<file path="src/rtl/spi_cfg_pkg.sv">
package spi_cfg_pkg;

   // Register addresses; the per-channel banks are contiguous from their base.
   localparam int ADDR_GLOBAL = 'h00;
   localparam int ADDR_INVERT = 'h05;
   localparam int ADDR_ENABLE = 'h07;
   localparam int ADDR_FREQ0  = 'h08;
   localparam int ADDR_DUTY0  = 'h0C;
   localparam int ADDR_WDOG   = 'h14;

   // Bit position of channel 0 inside the enable register.
   localparam int ENA_BIT_OFS = 4;

   // Mode field location inside the global register and the normal code.
   localparam int MODE_LSB = 6;
   localparam int MODE_W   = 2;

   typedef enum logic [MODE_W-1:0] {
      MODE_IDLE   = 2'd0,
      MODE_NORMAL = 2'd1,
      MODE_RSVD2  = 2'd2,
      MODE_RSVD3  = 2'd3
   } op_mode_e;

endpackage

</file>
<file path="src/rtl/spi_cfg_sync.sv">
module spi_cfg_sync #(
   parameter int                WIDTH   = 1,
   parameter int                STAGES  = 2,
   parameter logic [WIDTH-1:0]  RST_VAL = '0
) (
   input  logic             clk,
   input  logic             rst_n,
   input  logic [WIDTH-1:0] din,
   output logic [WIDTH-1:0] dout
);

   if (STAGES < 2) begin : g_bad_stages
      $error("spi_cfg_sync: STAGES must be at least 2");
   end

   logic [WIDTH-1:0] stg_q [STAGES];

   always_ff @(posedge clk or negedge rst_n) begin
      if (!rst_n) begin
         for (int i = 0; i < STAGES; i++) stg_q[i] <= RST_VAL;
      end else begin
         stg_q[0] <= din;
         for (int i = 1; i < STAGES; i++) stg_q[i] <= stg_q[i-1];
      end
   end

   assign dout = stg_q[STAGES-1];

endmodule

</file>
<file path="src/rtl/spi_cfg_shifter.sv">
module spi_cfg_shifter #(
   parameter int FRAME_W = 16
) (
   input  logic               clk,
   input  logic               rst_n,
   input  logic               sck_s,
   input  logic               mosi_s,
   input  logic               csn_s,
   input  logic [FRAME_W-1:0] resp_i,
   output logic               miso_o,
   output logic               frame_done_o,
   output logic               frame_ok_o,
   output logic [FRAME_W-1:0] rx_word_o
);

   localparam int CNT_W   = $clog2(FRAME_W + 2);
   localparam int CNT_MAX = FRAME_W + 1;

   if (FRAME_W < 2) begin : g_bad_frame
      $error("spi_cfg_shifter: FRAME_W too small");
   end

   logic               sck_q, csn_q;
   logic [FRAME_W-1:0] rx_q, tx_q;
   logic [CNT_W-1:0]   cnt_q;
   logic               done_q, ok_q;

   logic sck_rise, sck_fall, sel, cs_start, cs_end;

   always_comb begin
      sck_rise = sck_s & ~sck_q;
      sck_fall = ~sck_s & sck_q;
      sel      = ~csn_s;
      cs_start = ~csn_s & csn_q;
      cs_end   = csn_s & ~csn_q;
   end

   always_ff @(posedge clk or negedge rst_n) begin
      if (!rst_n) begin
         sck_q  <= 1'b0;
         csn_q  <= 1'b1;
         rx_q   <= '0;
         tx_q   <= '0;
         cnt_q  <= '0;
         done_q <= 1'b0;
         ok_q   <= 1'b0;
      end else begin
         sck_q  <= sck_s;
         csn_q  <= csn_s;
         done_q <= 1'b0;
         if (cs_start) begin
            cnt_q <= '0;
            rx_q  <= '0;
            tx_q  <= resp_i;
         end else if (sel) begin
            if (sck_rise) begin
               rx_q <= {rx_q[FRAME_W-2:0], mosi_s};
               if (cnt_q != CNT_W'(CNT_MAX)) cnt_q <= cnt_q + 1'b1;
            end
            if (sck_fall && cnt_q != '0) begin
               tx_q <= {tx_q[FRAME_W-2:0], 1'b0};
            end
         end
         if (cs_end) begin
            done_q <= 1'b1;
            ok_q   <= (cnt_q == CNT_W'(FRAME_W));
         end
      end
   end

   assign miso_o       = tx_q[FRAME_W-1] & ~csn_q;
   assign frame_done_o = done_q;
   assign frame_ok_o   = ok_q;
   assign rx_word_o    = rx_q;

endmodule

</file>
<file path="src/rtl/spi_cfg_regfile.sv">
module spi_cfg_regfile
   import spi_cfg_pkg::*;
#(
   parameter int NUM_CH = 4,
   parameter int DATA_W = 8,
   parameter int ADDR_W = 7
) (
   input  logic                       clk,
   input  logic                       rst_n,
   input  logic                       wr_en,
   input  logic [ADDR_W-1:0]          wr_addr,
   input  logic [DATA_W-1:0]          wr_data,
   input  logic [ADDR_W-1:0]          rd_addr,
   output logic [DATA_W-1:0]          rd_data,
   output logic                       rd_hit,
   output logic [DATA_W-1:0]          glob_o,
   output logic [DATA_W-1:0]          inv_o,
   output logic [DATA_W-1:0]          ena_o,
   output logic [DATA_W-1:0]          wdog_o,
   output logic [NUM_CH*DATA_W-1:0]   freq_o,
   output logic [NUM_CH*DATA_W-1:0]   duty_o
);

   // Slots: 0 global, 1 invert, 2 enable, 3 watchdog, then frequency, then duty.
   localparam int FIXED_SLOTS = 4;
   localparam int FREQ_SLOT0  = FIXED_SLOTS;
   localparam int DUTY_SLOT0  = FIXED_SLOTS + NUM_CH;
   localparam int NUM_REG     = FIXED_SLOTS + 2 * NUM_CH;

   function automatic logic [ADDR_W-1:0] slot_addr(input int s);
      int a;
      if (s == 0)               a = ADDR_GLOBAL;
      else if (s == 1)          a = ADDR_INVERT;
      else if (s == 2)          a = ADDR_ENABLE;
      else if (s == 3)          a = ADDR_WDOG;
      else if (s < DUTY_SLOT0)  a = ADDR_FREQ0 + (s - FREQ_SLOT0);
      else                      a = ADDR_DUTY0 + (s - DUTY_SLOT0);
      return ADDR_W'(a);
   endfunction

   logic [NUM_REG*DATA_W-1:0] regs_flat;

   for (genvar s = 0; s < NUM_REG; s++) begin : g_slot
      localparam logic [ADDR_W-1:0] SLOT_ADDR = slot_addr(s);
      logic [DATA_W-1:0] q;
      always_ff @(posedge clk or negedge rst_n) begin
         if (!rst_n)                             q <= '0;
         else if (wr_en && wr_addr == SLOT_ADDR) q <= wr_data;
      end
      assign regs_flat[s*DATA_W +: DATA_W] = q;
   end

   always_comb begin
      rd_data = '0;
      rd_hit  = 1'b0;
      for (int s = 0; s < NUM_REG; s++) begin
         if (rd_addr == slot_addr(s)) begin
            rd_data = regs_flat[s*DATA_W +: DATA_W];
            rd_hit  = 1'b1;
         end
      end
   end

   assign glob_o = regs_flat[0*DATA_W +: DATA_W];
   assign inv_o  = regs_flat[1*DATA_W +: DATA_W];
   assign ena_o  = regs_flat[2*DATA_W +: DATA_W];
   assign wdog_o = regs_flat[3*DATA_W +: DATA_W];
   assign freq_o = regs_flat[FREQ_SLOT0*DATA_W +: NUM_CH*DATA_W];
   assign duty_o = regs_flat[DUTY_SLOT0*DATA_W +: NUM_CH*DATA_W];

endmodule

</file>
<file path="src/rtl/spi_cfg_target.sv">
module spi_cfg_target
   import spi_cfg_pkg::*;
#(
   parameter int NUM_CH      = 4,
   parameter int DATA_W      = 8,
   parameter int RESP_DATA_W = 14,
   parameter int SYNC_STAGES = 2
) (
   input  logic                     clk,
   input  logic                     rst_n,
   input  logic                     spi_sck_i,
   input  logic                     spi_mosi_i,
   input  logic                     spi_csn_i,
   output logic                     spi_miso_o,
   input  logic [RESP_DATA_W-1:0]   diag_status_i,
   output logic [MODE_W-1:0]        mode_o,
   output logic                     normal_mode_o,
   output logic [NUM_CH-1:0]        invert_o,
   output logic [NUM_CH-1:0]        chan_en_o,
   output logic [NUM_CH*DATA_W-1:0] freq_cfg_o,
   output logic [NUM_CH*DATA_W-1:0] duty_cfg_o,
   output logic [DATA_W-1:0]        wdog_cfg_o
);

   localparam int FRAME_W = 2 * DATA_W;
   localparam int ADDR_W  = DATA_W - 1;

   if (NUM_CH < 1 || NUM_CH > 4) begin : g_bad_ch
      $error("spi_cfg_target: NUM_CH must be 1..4");
   end
   if (DATA_W < 8) begin : g_bad_data
      $error("spi_cfg_target: DATA_W must be at least 8");
   end
   if (RESP_DATA_W < DATA_W || RESP_DATA_W > FRAME_W) begin : g_bad_resp
      $error("spi_cfg_target: RESP_DATA_W out of range");
   end

   // Synchronised serial pins: {csn, sck, mosi}.
   logic [2:0] pins_s;
   logic       csn_s, sck_s, mosi_s;

   spi_cfg_sync #(
      .WIDTH   (3),
      .STAGES  (SYNC_STAGES),
      .RST_VAL (3'b100)
   ) u_sync (
      .clk   (clk),
      .rst_n (rst_n),
      .din   ({spi_csn_i, spi_sck_i, spi_mosi_i}),
      .dout  (pins_s)
   );

   assign {csn_s, sck_s, mosi_s} = pins_s;

   // Frame shifting.
   logic [FRAME_W-1:0] resp_q;
   logic [FRAME_W-1:0] rx_word;
   logic               frame_done, frame_ok;

   spi_cfg_shifter #(
      .FRAME_W (FRAME_W)
   ) u_shift (
      .clk          (clk),
      .rst_n        (rst_n),
      .sck_s        (sck_s),
      .mosi_s       (mosi_s),
      .csn_s        (csn_s),
      .resp_i       (resp_q),
      .miso_o       (spi_miso_o),
      .frame_done_o (frame_done),
      .frame_ok_o   (frame_ok),
      .rx_word_o    (rx_word)
   );

   // Frame decode.
   logic [DATA_W-1:0] cmd_byte, arg_byte;
   logic              is_wr, ctrl_sel, wr_en;
   logic [ADDR_W-1:0] addr;

   always_comb begin
      cmd_byte = rx_word[FRAME_W-1 -: DATA_W];
      arg_byte = rx_word[DATA_W-1:0];
      is_wr    = cmd_byte[DATA_W-1];
      addr     = cmd_byte[ADDR_W-1:0];
      ctrl_sel = arg_byte[DATA_W-1];
      wr_en    = frame_done & frame_ok & is_wr;
   end

   // Register storage.
   logic [DATA_W-1:0] rd_data, glob_reg, inv_reg, ena_reg;
   logic              rd_hit;

   spi_cfg_regfile #(
      .NUM_CH (NUM_CH),
      .DATA_W (DATA_W),
      .ADDR_W (ADDR_W)
   ) u_regs (
      .clk     (clk),
      .rst_n   (rst_n),
      .wr_en   (wr_en),
      .wr_addr (addr),
      .wr_data (arg_byte),
      .rd_addr (addr),
      .rd_data (rd_data),
      .rd_hit  (rd_hit),
      .glob_o  (glob_reg),
      .inv_o   (inv_reg),
      .ena_o   (ena_reg),
      .wdog_o  (wdog_cfg_o),
      .freq_o  (freq_cfg_o),
      .duty_o  (duty_cfg_o)
   );

   // Response staging for the following frame.
   logic [RESP_DATA_W-1:0] resp_payload;
   logic [FRAME_W-1:0]     resp_next;

   always_comb begin
      resp_payload = '0;
      if (ctrl_sel) resp_payload[DATA_W-1:0] = rd_data;
      else          resp_payload = diag_status_i;
      resp_next = '0;
      if (frame_ok && !is_wr && rd_hit) resp_next[RESP_DATA_W-1:0] = resp_payload;
   end

   always_ff @(posedge clk or negedge rst_n) begin
      if (!rst_n)          resp_q <= '0;
      else if (frame_done) resp_q <= resp_next;
   end

   // Field extraction toward the pulse generator.
   op_mode_e mode_field;
   assign mode_field    = op_mode_e'(glob_reg[MODE_LSB +: MODE_W]);
   assign mode_o        = mode_field;
   assign normal_mode_o = (mode_field == MODE_NORMAL);
   assign invert_o      = inv_reg[NUM_CH-1:0];
   assign chan_en_o     = ena_reg[ENA_BIT_OFS +: NUM_CH];

   logic unused_bits;
   assign unused_bits = ^{glob_reg, inv_reg, ena_reg};

endmodule

</file>
<file path="config.mk">
export PLATFORM = sky130hd
export DESIGN_NAME = spi_cfg_target
export DESIGN_NICKNAME = d
export VERILOG_FILES = /design/src/rtl/spi_cfg_pkg.sv /design/src/rtl/spi_cfg_sync.sv /design/src/rtl/spi_cfg_shifter.sv /design/src/rtl/spi_cfg_regfile.sv /design/src/rtl/spi_cfg_target.sv
export SDC_FILE = /design/constraint.sdc
export NUM_CORES = 1
export LEC_CHECK = 0
export CORE_MARGIN = 5
export CORE_UTILIZATION = 59
export CTS_BUF_LIST = sky130_fd_sc_hd__clkbuf_16
export DETAILED_ROUTE_END_ITERATION = 7
export PLACE_DENSITY = 0.85
export SYNTH_ARGS = -nofsm -noshare
export SYNTH_HDL_FRONTEND = slang
export SYNTH_HIERARCHICAL = 1
export SYNTH_SLANG_ARGS = --single-unit
</file>
<file path="constraint.sdc">
create_clock -name clk -period 5.7 [get_ports clk]
set_input_delay 1.14 -clock clk [delete_from_list [all_inputs] [get_ports clk]]
set_output_delay 1.14 -clock clk [all_outputs]
set_load 0.05 [all_outputs]
</file>
==> out/metrics.yaml <==
outcome:
  outcome: "finished clean"
yosys:
  synthSimpleGateAreaFrac: 0.1033
  synth_compound_area_frac: 0.1378
  synth_top_area_cell: "dfrtp_1"
  synth_cells: 646
  ys_top_cells_by_area: "dfrtp_1 51%, mux2_1 14%, nand2_1 4.0%, mux4_2 2.1%, o211ai_1 2.1%"
  synth-adder-area-share: 0.004988
  synth_enable_flop_cells: 0
  yosys_warnings: 6
  synth_top_cells_by_count: "154 x dfrtp_1, 95 x mux2_1, 80 x nand2_1"
  synth-seq-cells: 157
  yosys.cell_types.count: 64
  syn_area_per_cell_um2: 11.65
  yosysSeqAreaShare: 0.5226
  synth.most_common_cell: "dfrtp_1"
  async_reset_ff_frac: 1.000
  synthDominantCellAreaShare: 0.5121
  muxShareOfSynthArea: 0.1837
  synth_xor_area_frac: 0
  synth_area_um2: 7525
  synth_top_family_by_area: "multiplexers"
  synth_ff_type: "dfrtp_1"
finish:
  drive_above_1_share: 0.09608
  final_area_um2: 9119
  area_delta_synth_final_pct: 21.18
  final_nets: 748
  fillerInstances: 871
  n_antenna_cell: 0
global_route:
  grt_max_degree: 108
  grt-ovfl-total: 0
  grt_pass1_wl_um: 32060
  antenna_found_initial: 0
  grt_pass1_vias: 5799
  grt_use_total: 0.2821
place:
  dp_slack_ps: 2946
  hpwl_um: 13290
  port_buffers: 102
  gp_congestion: 0.8806
  place_area_um2: 8573
timing:
  fin_ws_ps: 2798
  rsz0062_at_grt: "no"
  maxSlewViolCount: 0
  layout_min_cycle_time_ps: 2902
  slew_headroom: 0.2167
  worstMarginPinSlew_ps: 1175
  fmax_mhz: 344.6
  fin_setup_tns_ps: 0
  setup_viol: 0
  fin_crit_sh: 0.5091
  skew_ps: 6.319
  hold_viol_final: 0
  whs_ps: 352.1
worst_setup_path:
  cp_slowest_stage_delay_ps: 810
  startpoint_type: "flop"
  cp.depth: 2
  cp_max_fo: 4
  worstRegToRegCells: 7
  path_class: "reg -> out"
  end_kind: "output pin"
  crit_buf_inv: 1
  rr_startpoint: "u_shift/rx_word_o[10]"
  crit_chain: "nor2b_1 > clkdlybuf4s50_1"
  arrival_ps: 1760
  rr_endpoint: "resp_q[0]"
  cp_slowest_cell: "clkdlybuf4s50_1"
  worstPathRequired_ps: 4560
  reg2reg_slack_ps: 2870
  cp_top_family: "buffers and inverters"
clock_network:
  cts_sinks: 157
  h-tree-depth: 4
  cts.clk_slew.worst_paths_ps: 60
  postCtsResizedCells: 0
  cts_buffers: 17
  cts_tree: "yes"
  clk_path_buf_depth: 2
  root_buffer: "clkbuf_16"
  holdBufCountCts: 0
  clock_latency_ps: 430
  post-cts-setup-buffers: 0
detailed_routing:
  vias_per_cell: 6.339
  wl_per_cell_um: 22.27
  drt_first_iter_violations: 568
  drc: 0
  finalWirelength_um: 20290
  num_vias: 5775
  antenna_left: 0
  dr.pass1.iters: 5
min_path:
  worstHoldEndpoint: "u_sync/dout[1]"
  hold_start: "u_sync/stg_q[4]"
  holdPathStages: 0
  hp-class: "reg -> reg"
floorplanning:
  die_area_um2: 15110
  pin_count: 103
  core-area_um2: 12570
  row_count: 41
  initial_core_util: 0.5987
  die_y_um: 122.9
  die_w_um: 122.9
power_and_ir_drop:
  powerDensity_nw_per_um2: 249.0
  vdd_drop_max_v: 0.0001659
  power.leakage_nw: 4.065
job:
  cap_violations: 0
-- cells by family (layout without fill, tap and decap cells) --
kind of cell | after synthesis | after routing
buffers and inverters | 79 | 171
other | 1 | 2
DFF | 157 | 157
adders and majority gates | 3 | 3
and+or+nand+nor | 148 | 148
AOI/OAI and AO/OA | 141 | 141
muxes | 117 | 117
-- metal layers --
layer	GRT usage	up-vias	share of wire
li1	-	2505	-
met1	0.3973	2920	0.43
met2	0.4206	298	0.47
met3	0.06038	52	0.067
met4	0.1344	0	0.038
met5	0	-	0
-- metrics by stage --
| stage | std cells | util | power (mW) |
|---|---|---|---|
| 6_report | 911 | 0.7255 | 2.270 |
| 2_1_floorplan | 647 | - | 1.188 |
| 4_1_cts | 911 | 0.7255 | 2.283 |
| 3_3_place_gp | 879 | 0.6821 | 1.231 |
| 5_1_grt | 911 | 0.7255 | 2.334 |
| 3_5_place_dp | 879 | 0.6821 | 1.235 |
-- cells in the final DEF (no fill, tap or decap), drive strengths merged, types with 12 or more instances in the layout --
cell type / Yosys / final
nand2: 80 / 80
clkbuf: 26 / 17
o21ai: 14 / 14
clkdlybuf4s50: 0 / 101
dfrtp: 154 / 154
inv: 30 / 36
o22ai: 18 / 18
mux2: 99 / 99
a21oi: 28 / 28
nor2b: 12 / 12
o211ai: 31 / 31
-- sequential cells by signal (all words and copies together) (netlist names) --
| name | cells |
|---|---|
| u_regs/g_slot.q | 64 |
| u_shift/rx_word_o | 16 |
| u_sync/stg_q | 3 |
| u_shift/frame_ok_o | 1 |
| u_regs/ena_o | 8 |
| u_regs/inv_o | 8 |
| u_shift/frame_done_o | 1 |
| u_regs/glob_o | 8 |
| u_shift/csn_q | 1 |
| u_shift/sck_q | 1 |
| u_shift/cnt_q | 5 |
| u_regs/wdog_o | 8 |
| resp_q | 14 |
| u_shift/tx_q | 16 |
| u_sync/dout | 3 |
-- how the worst max path moves through the flow --
| stage | slack (ps) | to | startpoint |
|---|---|---|---|
| after floorplan | 3140 | normal_mode_o | u_regs/glob_o[6] |
| after global placement | 3130 | resp_q[4] | u_shift/rx_word_o[10] |
| after detailed placement | 2950 | resp_q[9] | u_shift/rx_word_o[10] |
| after CTS | 2770 | normal_mode_o | u_regs/glob_o[6] |
| after global routing | 2660 | resp_q[9] | u_shift/rx_word_o[10] |
| final | 2800 | normal_mode_o | u_regs/glob_o[7] |
-- final cells by class --
class	instances	area [um^2]	area share
Inverter	32	120.1	0.01317
Tap cell	172	215.2	0.02360
Timing Repair Buffer	107	1060	0.1162
Multi-Input combinational cell	411	3244	0.3558
Clock inverter	15	120.1	0.01317
Clock buffer	17	425.4	0.04665
Sequential cell	157	3934	0.4314
-- power by group --
part / leakage, nW / internal, mW / switching (mW) / total, mW
registers: 2.16 / 1.12 / 0.0126 / 1.14
logic: 1.62 / 0.0255 / 0.0543 / 0.0798
clock network: 0.285 / 0.627 / 0.427 / 1.05
(Power assumes the default switching activity.)
